--- src/rtl/phy_rst_seq_pkg.sv ---
package phy_rst_seq_pkg;

  typedef enum logic [1:0] {
    PH_IDLE  = 2'd0,
    PH_OPEN  = 2'd1,
    PH_CLAMP = 2'd2,
    PH_POWER = 2'd3
  } seq_phase_e;

  typedef struct packed {
    logic bus_n;
    logic core_n;
    logic pgood;
  } rst_lvl_t;

  localparam rst_lvl_t LVL_RESET = '{bus_n: 1'b1, core_n: 1'b0, pgood: 1'b0};
  localparam rst_lvl_t LVL_FINAL = '{bus_n: 1'b1, core_n: 1'b1, pgood: 1'b1};

  function automatic rst_lvl_t phase_levels(seq_phase_e ph);
    rst_lvl_t l;
    case (ph)
      PH_OPEN:  l = '{bus_n: 1'b1, core_n: 1'b1, pgood: 1'b0};
      PH_CLAMP: l = '{bus_n: 1'b0, core_n: 1'b0, pgood: 1'b0};
      PH_POWER: l = '{bus_n: 1'b0, core_n: 1'b0, pgood: 1'b1};
      default:  l = LVL_FINAL;
    endcase
    return l;
  endfunction

endpackage

--- src/rtl/phy_rst_dwell_timer.sv ---
module phy_rst_dwell_timer #(
  parameter int CNT_W = 20
) (
  input  logic             clk,
  input  logic             rst,
  input  logic             load_i,
  input  logic [CNT_W-1:0] load_val_i,
  output logic             expire_o
);

  logic [CNT_W-1:0] cnt_q;

  always_ff @(posedge clk) begin
    if (rst) begin
      cnt_q <= '0;
    end else if (load_i) begin
      cnt_q <= load_val_i;
    end else if (cnt_q != '0) begin
      cnt_q <= cnt_q - CNT_W'(1);
    end
  end

  // Counts down from D-1, so each phase lasts D cycles.
  assign expire_o = (cnt_q == '0);

endmodule

--- src/rtl/phy_rst_phase_fsm.sv ---
module phy_rst_phase_fsm
  import phy_rst_seq_pkg::*;
#(
  parameter int CNT_W = 20
) (
  input  logic             clk,
  input  logic             rst,
  input  logic             start_i,
  input  logic [CNT_W-1:0] dwell_i,
  input  logic             expire_i,
  output seq_phase_e       phase_q,
  output seq_phase_e       phase_d,
  output logic             fin_d,
  output logic             load_o,
  output logic [CNT_W-1:0] load_val_o
);

  localparam logic [CNT_W-1:0] ONE = CNT_W'(1);

  logic [CNT_W-1:0] dwell_eff;
  logic [CNT_W-1:0] dwell_lat_q;
  logic             accept;

  // A zero dwell would make a phase vanish, so it is stretched to one cycle.
  assign dwell_eff = (dwell_i == '0) ? ONE : dwell_i;
  assign accept    = (phase_q == PH_IDLE) && start_i;

  always_comb begin
    phase_d    = phase_q;
    fin_d      = 1'b0;
    load_o     = 1'b0;
    load_val_o = dwell_lat_q - ONE;
    case (phase_q)
      PH_IDLE: begin
        if (start_i) begin
          phase_d    = PH_OPEN;
          load_o     = 1'b1;
          load_val_o = dwell_eff - ONE;
        end
      end
      PH_OPEN: begin
        if (expire_i) begin
          phase_d = PH_CLAMP;
          load_o  = 1'b1;
        end
      end
      PH_CLAMP: begin
        if (expire_i) begin
          phase_d = PH_POWER;
          load_o  = 1'b1;
        end
      end
      PH_POWER: begin
        if (expire_i) begin
          phase_d = PH_IDLE;
          fin_d   = 1'b1;
        end
      end
      default: phase_d = PH_IDLE;
    endcase
  end

  always_ff @(posedge clk) begin
    if (rst) begin
      phase_q     <= PH_IDLE;
      dwell_lat_q <= ONE;
    end else begin
      phase_q <= phase_d;
      if (accept) begin
        dwell_lat_q <= dwell_eff;
      end
    end
  end

endmodule

--- src/rtl/phy_rst_level_reg.sv ---
module phy_rst_level_reg
  import phy_rst_seq_pkg::*;
(
  input  logic       clk,
  input  logic       rst,
  input  seq_phase_e phase_d,
  input  logic       fin_d,
  output rst_lvl_t   lvl_q,
  output logic       done_q
);

  always_ff @(posedge clk) begin
    if (rst) begin
      lvl_q  <= LVL_RESET;
      done_q <= 1'b0;
    end else begin
      done_q <= fin_d;
      if (fin_d) begin
        lvl_q <= LVL_FINAL;
      end else if (phase_d != PH_IDLE) begin
        lvl_q <= phase_levels(phase_d);
      end
    end
  end

endmodule

--- src/rtl/phy_rst_seq.sv ---
module phy_rst_seq
  import phy_rst_seq_pkg::*;
#(
  parameter int CNT_W = 20
) (
  input  logic             clk,
  input  logic             rst,
  input  logic             start_i,
  input  logic [CNT_W-1:0] dwell_i,
  output logic             bus_rst_n_o,
  output logic             core_rst_n_o,
  output logic             pwr_good_o,
  output logic             busy_o,
  output logic             done_o
);

  seq_phase_e       phase_q;
  seq_phase_e       phase_d;
  logic             fin_d;
  logic             load;
  logic [CNT_W-1:0] load_val;
  logic             expire;
  rst_lvl_t         lvl_q;

  phy_rst_phase_fsm #(.CNT_W(CNT_W)) u_fsm (
    .clk       (clk),
    .rst       (rst),
    .start_i   (start_i),
    .dwell_i   (dwell_i),
    .expire_i  (expire),
    .phase_q   (phase_q),
    .phase_d   (phase_d),
    .fin_d     (fin_d),
    .load_o    (load),
    .load_val_o(load_val)
  );

  phy_rst_dwell_timer #(.CNT_W(CNT_W)) u_timer (
    .clk       (clk),
    .rst       (rst),
    .load_i    (load),
    .load_val_i(load_val),
    .expire_o  (expire)
  );

  phy_rst_level_reg u_lvl (
    .clk    (clk),
    .rst    (rst),
    .phase_d(phase_d),
    .fin_d  (fin_d),
    .lvl_q  (lvl_q),
    .done_q (done_o)
  );

  assign bus_rst_n_o  = lvl_q.bus_n;
  assign core_rst_n_o = lvl_q.core_n;
  assign pwr_good_o   = lvl_q.pgood;
  assign busy_o       = (phase_q != PH_IDLE);

endmodule

--- config.mk ---
export PLATFORM = sky130hd
export DESIGN_NAME = phy_rst_seq
export DESIGN_NICKNAME = d
export VERILOG_FILES = /design/src/rtl/phy_rst_seq_pkg.sv /design/src/rtl/phy_rst_dwell_timer.sv /design/src/rtl/phy_rst_phase_fsm.sv /design/src/rtl/phy_rst_level_reg.sv /design/src/rtl/phy_rst_seq.sv
export SDC_FILE = /design/constraint.sdc
export NUM_CORES = 1
export LEC_CHECK = 0
export BUFFER_PORTS_ARGS = -buffer_cell sky130_fd_sc_hd__buf_2
export CORE_MARGIN = 3
export CORE_UTILIZATION = 30
export CTS_CLUSTER_SIZE = 20
export DETAILED_ROUTE_END_ITERATION = 6
export GPL_ROUTABILITY_DRIVEN = 0
export SKIP_LAST_GASP = 1
export SLEW_MARGIN = 20
export SYNTH_ARGS = -nofsm -noshare
export SYNTH_HDL_FRONTEND = slang
export SYNTH_SLANG_ARGS = --single-unit
export TNS_END_PERCENT = 50
--- constraint.sdc ---
create_clock -name clk -period 5.8 [get_ports clk]
set_clock_uncertainty 0.1 [all_clocks]
set_input_delay 1.16 -clock clk [delete_from_list [all_inputs] [get_ports clk]]
set_output_delay 1.16 -clock clk [all_outputs]
set_load 0.01 [all_outputs]
### Word-level counts from Yosys, hierarchy flattened

Index checks and enable logic that the tools add are counted.

* bits in registers: 46
* bits in latches: 0
* RAM bits: 0
* memory bits (read-only): 0
* input bits: 23
* output and inout port bits: 5
* word-level logic and storage cells: 44
* memories kept: 0

* add/sub/neg operators: 3
* $mul: 0
* div/mod/pow operators: 0
* magnitude comparators: 0
* eq/ne operators: 6
* shift-type cells: 0
* mux-type cells: 17
* bitwise operators: 0
* reductions and logical operators: 11

Operator list (number)
* $mux W20: 5
* $sub A20 B1 Y20 const B: 3
* $logic_not A20 Y1: 2
* $reduce_bool A20 Y1: 1
* $mux W2: 6
* $pmux W3 S3: 1
* $eq A2 B2 Y1 const B: 4
* $pmux W2 S4: 1
* $reduce_bool A2 Y1: 4
* $eq A2 B1 Y1 const B: 2
* $reduce_or A2 Y1: 2
* $mux W1: 3
* $logic_not A2 Y1: 1
* $pmux W1 S2: 1
* $logic_and A1 B1 Y1: 1

### Logic depth before layout (Yosys ltp)

* depth in word-level cells: 7
* mapped depth: 14
* gate-level depth less buffers: 13

### Hierarchy

From an unflattened synthesis, not the netlist that was laid out.

* cells, all modules: 389
* area, all modules: 3060.4 um^2

By module, submodules not included
* phy_rst_phase_fsm: instances 1, cells an instance 245, area an instance 1776.7 um^2, seq. area each 440.4 um^2
* phy_rst_dwell_timer: instances 1, cells an instance 122, area an instance 1081.0 um^2, seq. area each 400.4 um^2
* phy_rst_level_reg: instances 1, cells an instance 21, area an instance 196.4 um^2, seq. area each 80.1 um^2
* phy_rst_seq: instances 1, cells an instance 1, area an instance 6.3 um^2, seq. area each 0.0 um^2

### Least setup slack after synthesis

Ideal clock, no wire load.

* path type: input-to-reg
* start point: input dwell_i[15]
* end point: register u_timer.cnt_q[16]
* setup time: 126 ps
* data arrival time: 3561 ps
* data required time: 5574 ps
* path slack: 2013 ps
* stages: 10
* path buffers: 0
* cells stage by stage: or4_1 nor4_1 a31oi_1 ha_1 nor3b_1 nand4b_1 nor4_1 xor2_1 a211oi_1 a211oi_1

* cells in the longest elaborated chain, start to end: 6

Ends and longest elaborated chain
* start: declaration: RTL line phy_rst_seq.sv:9 `input logic [CNT_W-1:0] dwell_i,`
* $logic_not A20 Y1: RTL line phy_rst_phase_fsm.sv:25 `assign dwell_eff = (dwell_i == '0) ? ONE : dwell_i;`
* $mux W20 *: RTL line phy_rst_phase_fsm.sv:25
* $sub A20 B1 Y20 *: RTL line phy_rst_phase_fsm.sv:38 `load_val_o = dwell_eff - ONE;`
* $mux W20 *: RTL line phy_rst_phase_fsm.sv:35 `if (start_i) begin`
* $mux W20 *: RTL line phy_rst_phase_fsm.sv:33 `case (phase_q)`
* $mux W20 *: RTL line phy_rst_dwell_timer.sv:16 `end else if (load_i) begin`
* end signal: assignment: RTL line phy_rst_dwell_timer.sv:17 `cnt_q <= load_val_i;`
* end signal: assignment: RTL line phy_rst_dwell_timer.sv:19 `cnt_q <= cnt_q - CNT_W'(1);`
* end: declaration: RTL line phy_rst_dwell_timer.sv:11 `logic [CNT_W-1:0] cnt_q;`

Every way passes the cells marked *; elsewhere a longest branch is shown, timed or not.
A chain may end at the register's enable or synchronous reset.

### Worst setup path after layout

* start point: input dwell_i[14]
* end point: register u_timer.cnt_q[12]

* cells in the longest elaborated chain, start to end: 6

Ends and longest elaborated chain (RTL line)
* $logic_not A20 Y1: phy_rst_phase_fsm.sv:25
* $mux W20: phy_rst_phase_fsm.sv:25
* $sub A20 B1 Y20: phy_rst_phase_fsm.sv:38
* $mux W20: phy_rst_phase_fsm.sv:35
* $mux W20: phy_rst_phase_fsm.sv:33
* $mux W20: phy_rst_dwell_timer.sv:16

No other way between the ends.

==> results.sh <==
export IMPL_post_route_cells_drive_above_1_share=0.1044
export IMPL_switching_power_uw=762.5
export IMPL_floorplan_initialDensity=0.3119
export IMPL_synth_nets=445
export IMPL_drv_max_cap_violation_count=0
export IMPL_least_margin_pin_slew_ns=0.8065
export IMPL_layout_min_cycle_time_ns=3.736
export IMPL_crit_path_cell_trace="buf_2, or4_1, nor4_1, buf_4, a31oi_1, ha_1, nor3b_1, nand4b_1, or4_1, xor2_1, o22a_1, o21ai_0"
export IMPL_final_design_area_no_fill_mm2=0.003455
export IMPL_grt_setup_unrepaired="no"
export IMPL_max_clock_freq_mhz=267.7
export IMPL_cpMaxStageDelayCell="or4_1"
export IMPL_post_cts_resized=0
export IMPL_totalWireLength_um=8602
export IMPL_drtAntennaViolNets=0
export IMPL_cp_depth=12
export IMPL_cts_htree_levels=2
export IMPL_overflow=0
export IMPL_clock_network_fraction_of_total_power=0.145
export IMPL_clock_path_buffers=2
export IMPL_synthTopCellsByCount="nand2_1 (60), dfxtp_1 (46), a21oi_1 (39), nor2_1 (37), o21ai_0 (20)"
export IMPL_dr_first_iter_drc_count=164
export IMPL_tritoncts_num_buffers=5
export IMPL_port_buffers=27
export IMPL_synth_yosys_warnings=0
export IMPL_routed_via_count=3007
export IMPL_cts_hold_buf=0
export IMPL_design_core_area_mm2=0.009910
export IMPL_clock_tree_from_tritoncts="done"
export IMPL_finalHoldViolations=0
export IMPL_synth_largest_area_cell="dfxtp_1"
export IMPL_number_of_sinks_driven_by_the_clock_tree=46
export IMPL_wl_per_cell_um=15.25
export IMPL_final_setup_worst_slack_ns=2.064
export IMPL_synthArstFlopShare=0
export IMPL_syn_mean_instance_area_um2=7.538
export IMPL_hold_path_class="reg2reg"
export IMPL_status="finished clean"
export IMPL_power_density_mw_per_mm2=485.9
export IMPL_drc=0
export IMPL_worst_setup_hold_path_clk_slew_ns=0.10
export IMPL_placement_cell_area_mm2=0.003344
export IMPL_netlist_instances=410
export IMPL_top_level_ports=28
export IMPL_n_antenna_cell=0
export IMPL_yosysSeqAreaShare=0.2980
export IMPL_root_buffer="clkbuf_8"
export IMPL_final_util=0.3486
export IMPL_nets=465
export IMPL_power_frac_comb=0.543
export IMPL_row_count=36
export IMPL_irDropWorstVdd_v=0.0001259
export IMPL_grt_first_pass_wirelength_um=13800
export IMPL_power_total_mw=1.678
export IMPL_synth_most_common_cell="nand2_1"
export IMPL_hpwl_um=6463
export IMPL_detailedRoute_firstPassIterationCount=4
export IMPL_grt_antenna_before_repair=0
export IMPL_worst_setup_path_start_kind="primary input"
export IMPL_crit_path_frequent_cell="or4_1"
export IMPL_seqPwrFrac=0.312
export IMPL_crit_arrival_ns=3.88
export IMPL_post_place_ws_ns=1.747
export IMPL_tns_ns=0
export IMPL_clk_insertion_delay_late_ns=0.32
export IMPL_critPathKind="in2reg"
export IMPL_die_height_um=107.5
export IMPL_internal_power_uw=915.9
export IMPL_syn_area_mm2=0.003090
export IMPL_final_max_slew_violation_count=0
export IMPL_die_area_mm2=0.01156
export IMPL_reg_to_reg_endpoint="u_lvl.lvl_q[1]"
export IMPL_worst_setup_path_end_kind="register"
export IMPL_grtUsageTotal=0.1501
export IMPL_cp_endpoint="u_timer.cnt_q[12]"
export IMPL_timing_critical_path_required_ns=5.95
export IMPL_critical_path_buf_inv_count=2
export IMPL_route_detailed_vias_per_inst=5.332
export IMPL_crit_fanout=8
export IMPL_cp_startpoint="dwell_i[14]"
export IMPL_first_global_vias=2744
export IMPL_ys_dominant_reg_cell="dfxtp_1"
export IMPL_reg2reg_from="u_timer.cnt_q[15]"
export IMPL_reg2reg_depth=10
export IMPL_synth_distinct_cells=52
export IMPL_crit_path_max_incr_delay_ns=0.50
export IMPL_p_leak_nw=1.290
export IMPL_power_share_switching=0.4543
export IMPL_syn_to_final_growth_pct=11.78
export IMPL_number_of_synthesized_register_bits=46
export IMPL_grt_max_degree=37
export IMPL_post_cts_buffers=0
export IMPL_finalSetupViolCount=0
export IMPL_synthTopCellsByArea="dfxtp_1 (30%), nand2_1 (7.3%), a21oi_1 (6.3%), xnor2_1 (5.4%), ha_1 (4.9%)"
export IMPL_timing_final_crit_share=0.6441
export IMPL_cell_class_contributing_the_biggest_share_of_worst_path_delay="simple AND/OR/NAND/NOR gates"
export IMPL_slew_headroom=0.4624
export IMPL_width_of_the_die_um=107.5
export IMPL_netlist_area_leader_share=0.2980
export IMPL_synth_edf_count=0
export IMPL_ff2ff_setup_slack_ns=2.19
## registers in the layout (all words and copies together), names as in the netlist
register and count:
u_fsm.dwell_lat_q 20, u_lvl.lvl_q 3, u_fsm.phase_q 2, u_timer.cnt_q 20, u_lvl.done_q 1
## cells in the final DEF, fill, tap and decap left out, drive strengths merged, types with 3 or more instances in the layout
master,count
ha,12
and3,3
a211oi,9
nor3,17
a21o,3
clkbuf,6
a2111oi,3
nor3b,3
nand2,60
nand3,11
nor4,18
or2,4
buf,30
xor2,17
o21ai,20
or4,11
or3,7
o22a,3
xnor2,19
dfxtp,46
mux2i,3
o31ai,4
a21oi,39
inv,11
nor2,38
## worst min-delay path, delay by kind of cell (launching register included)
kind	cells	cell delay, ns
AND/OR/NAND/NOR	1	0.05
flip-flops	1	0.33
AO/OA/AOI/OAI	1	0.05
## metrics by stage
stage,hold WS (ns),cells
finish,0.3744,564
floorplan,0.3488,410
detailed placement,0.3685,556
global route,0.3961,564
CTS,0.3815,564
global placement,0.3590,556
## cells by family (layout without fill, tap and decap cells)
kind of cell / after synthesis / in the layout / synth area share
xor gates and xnor gates: 36 / 36 / 0.1020
and+or+nand+nor: 185 / 185 / 0.2996
AOI/OAI and AO/OA: 99 / 99 / 0.2024
buffers and inverters: 28 / 49 / 0.03603
DFF: 46 / 46 / 0.2980
adders and majority gates: 12 / 12 / 0.04858
muxes: 4 / 4 / 0.01336
## worst min-delay path by stage
| stage | start | endpoint | cells past startpoint |
|---|---|---|---|
| floorplan | u_fsm.dwell_lat_q[19] | u_fsm.dwell_lat_q[19] | 2 |
| finish | u_fsm.dwell_lat_q[19] | u_fsm.dwell_lat_q[19] | 2 |
| global placement | u_fsm.dwell_lat_q[19] | u_fsm.dwell_lat_q[19] | 2 |
| CTS | u_fsm.dwell_lat_q[19] | u_fsm.dwell_lat_q[19] | 2 |
| global route | u_fsm.dwell_lat_q[19] | u_fsm.dwell_lat_q[19] | 2 |
| detailed placement | u_fsm.dwell_lat_q[19] | u_fsm.dwell_lat_q[19] | 2 |
## per-layer routing
layer / global-route usage / part of all wire / vias to the layer above / wire [um]
met5: 0 / 0 / - / 0
met4: 0.04689 / 0.017 / 0 / 144
met3: 0.02400 / 0.036 / 11 / 310
met2: 0.2491 / 0.47 / 54 / 4085
met1: 0.1990 / 0.47 / 1417 / 4062
li1: - / - / 1525 / -
## power by group through the flow
stage	Clock, mW	Combinational (mW)	Sequential (mW)
3_5_place_dp	0	0.897	0.529
2_1_floorplan	0	0.704	0.508
4_1_cts	0.249	0.903	0.522
3_3_place_gp	0	0.888	0.525
6_report	0.243	0.912	0.523
5_1_grt	0.261	1.03	0.537
## area by class of cell
class / count / area [um^2]
inverters: 11 / 41.29
fillers: 1076 / 6455
clock inverters: 2 / 37.54
multi-input cells: 336 / 2058
clock buffers: 6 / 72.57
flip-flops and latches: 46 / 920.9
well taps: 133 / 166.4
repair buffers: 30 / 157.7
No activity file was read; power rests on OpenSTA's default activity.
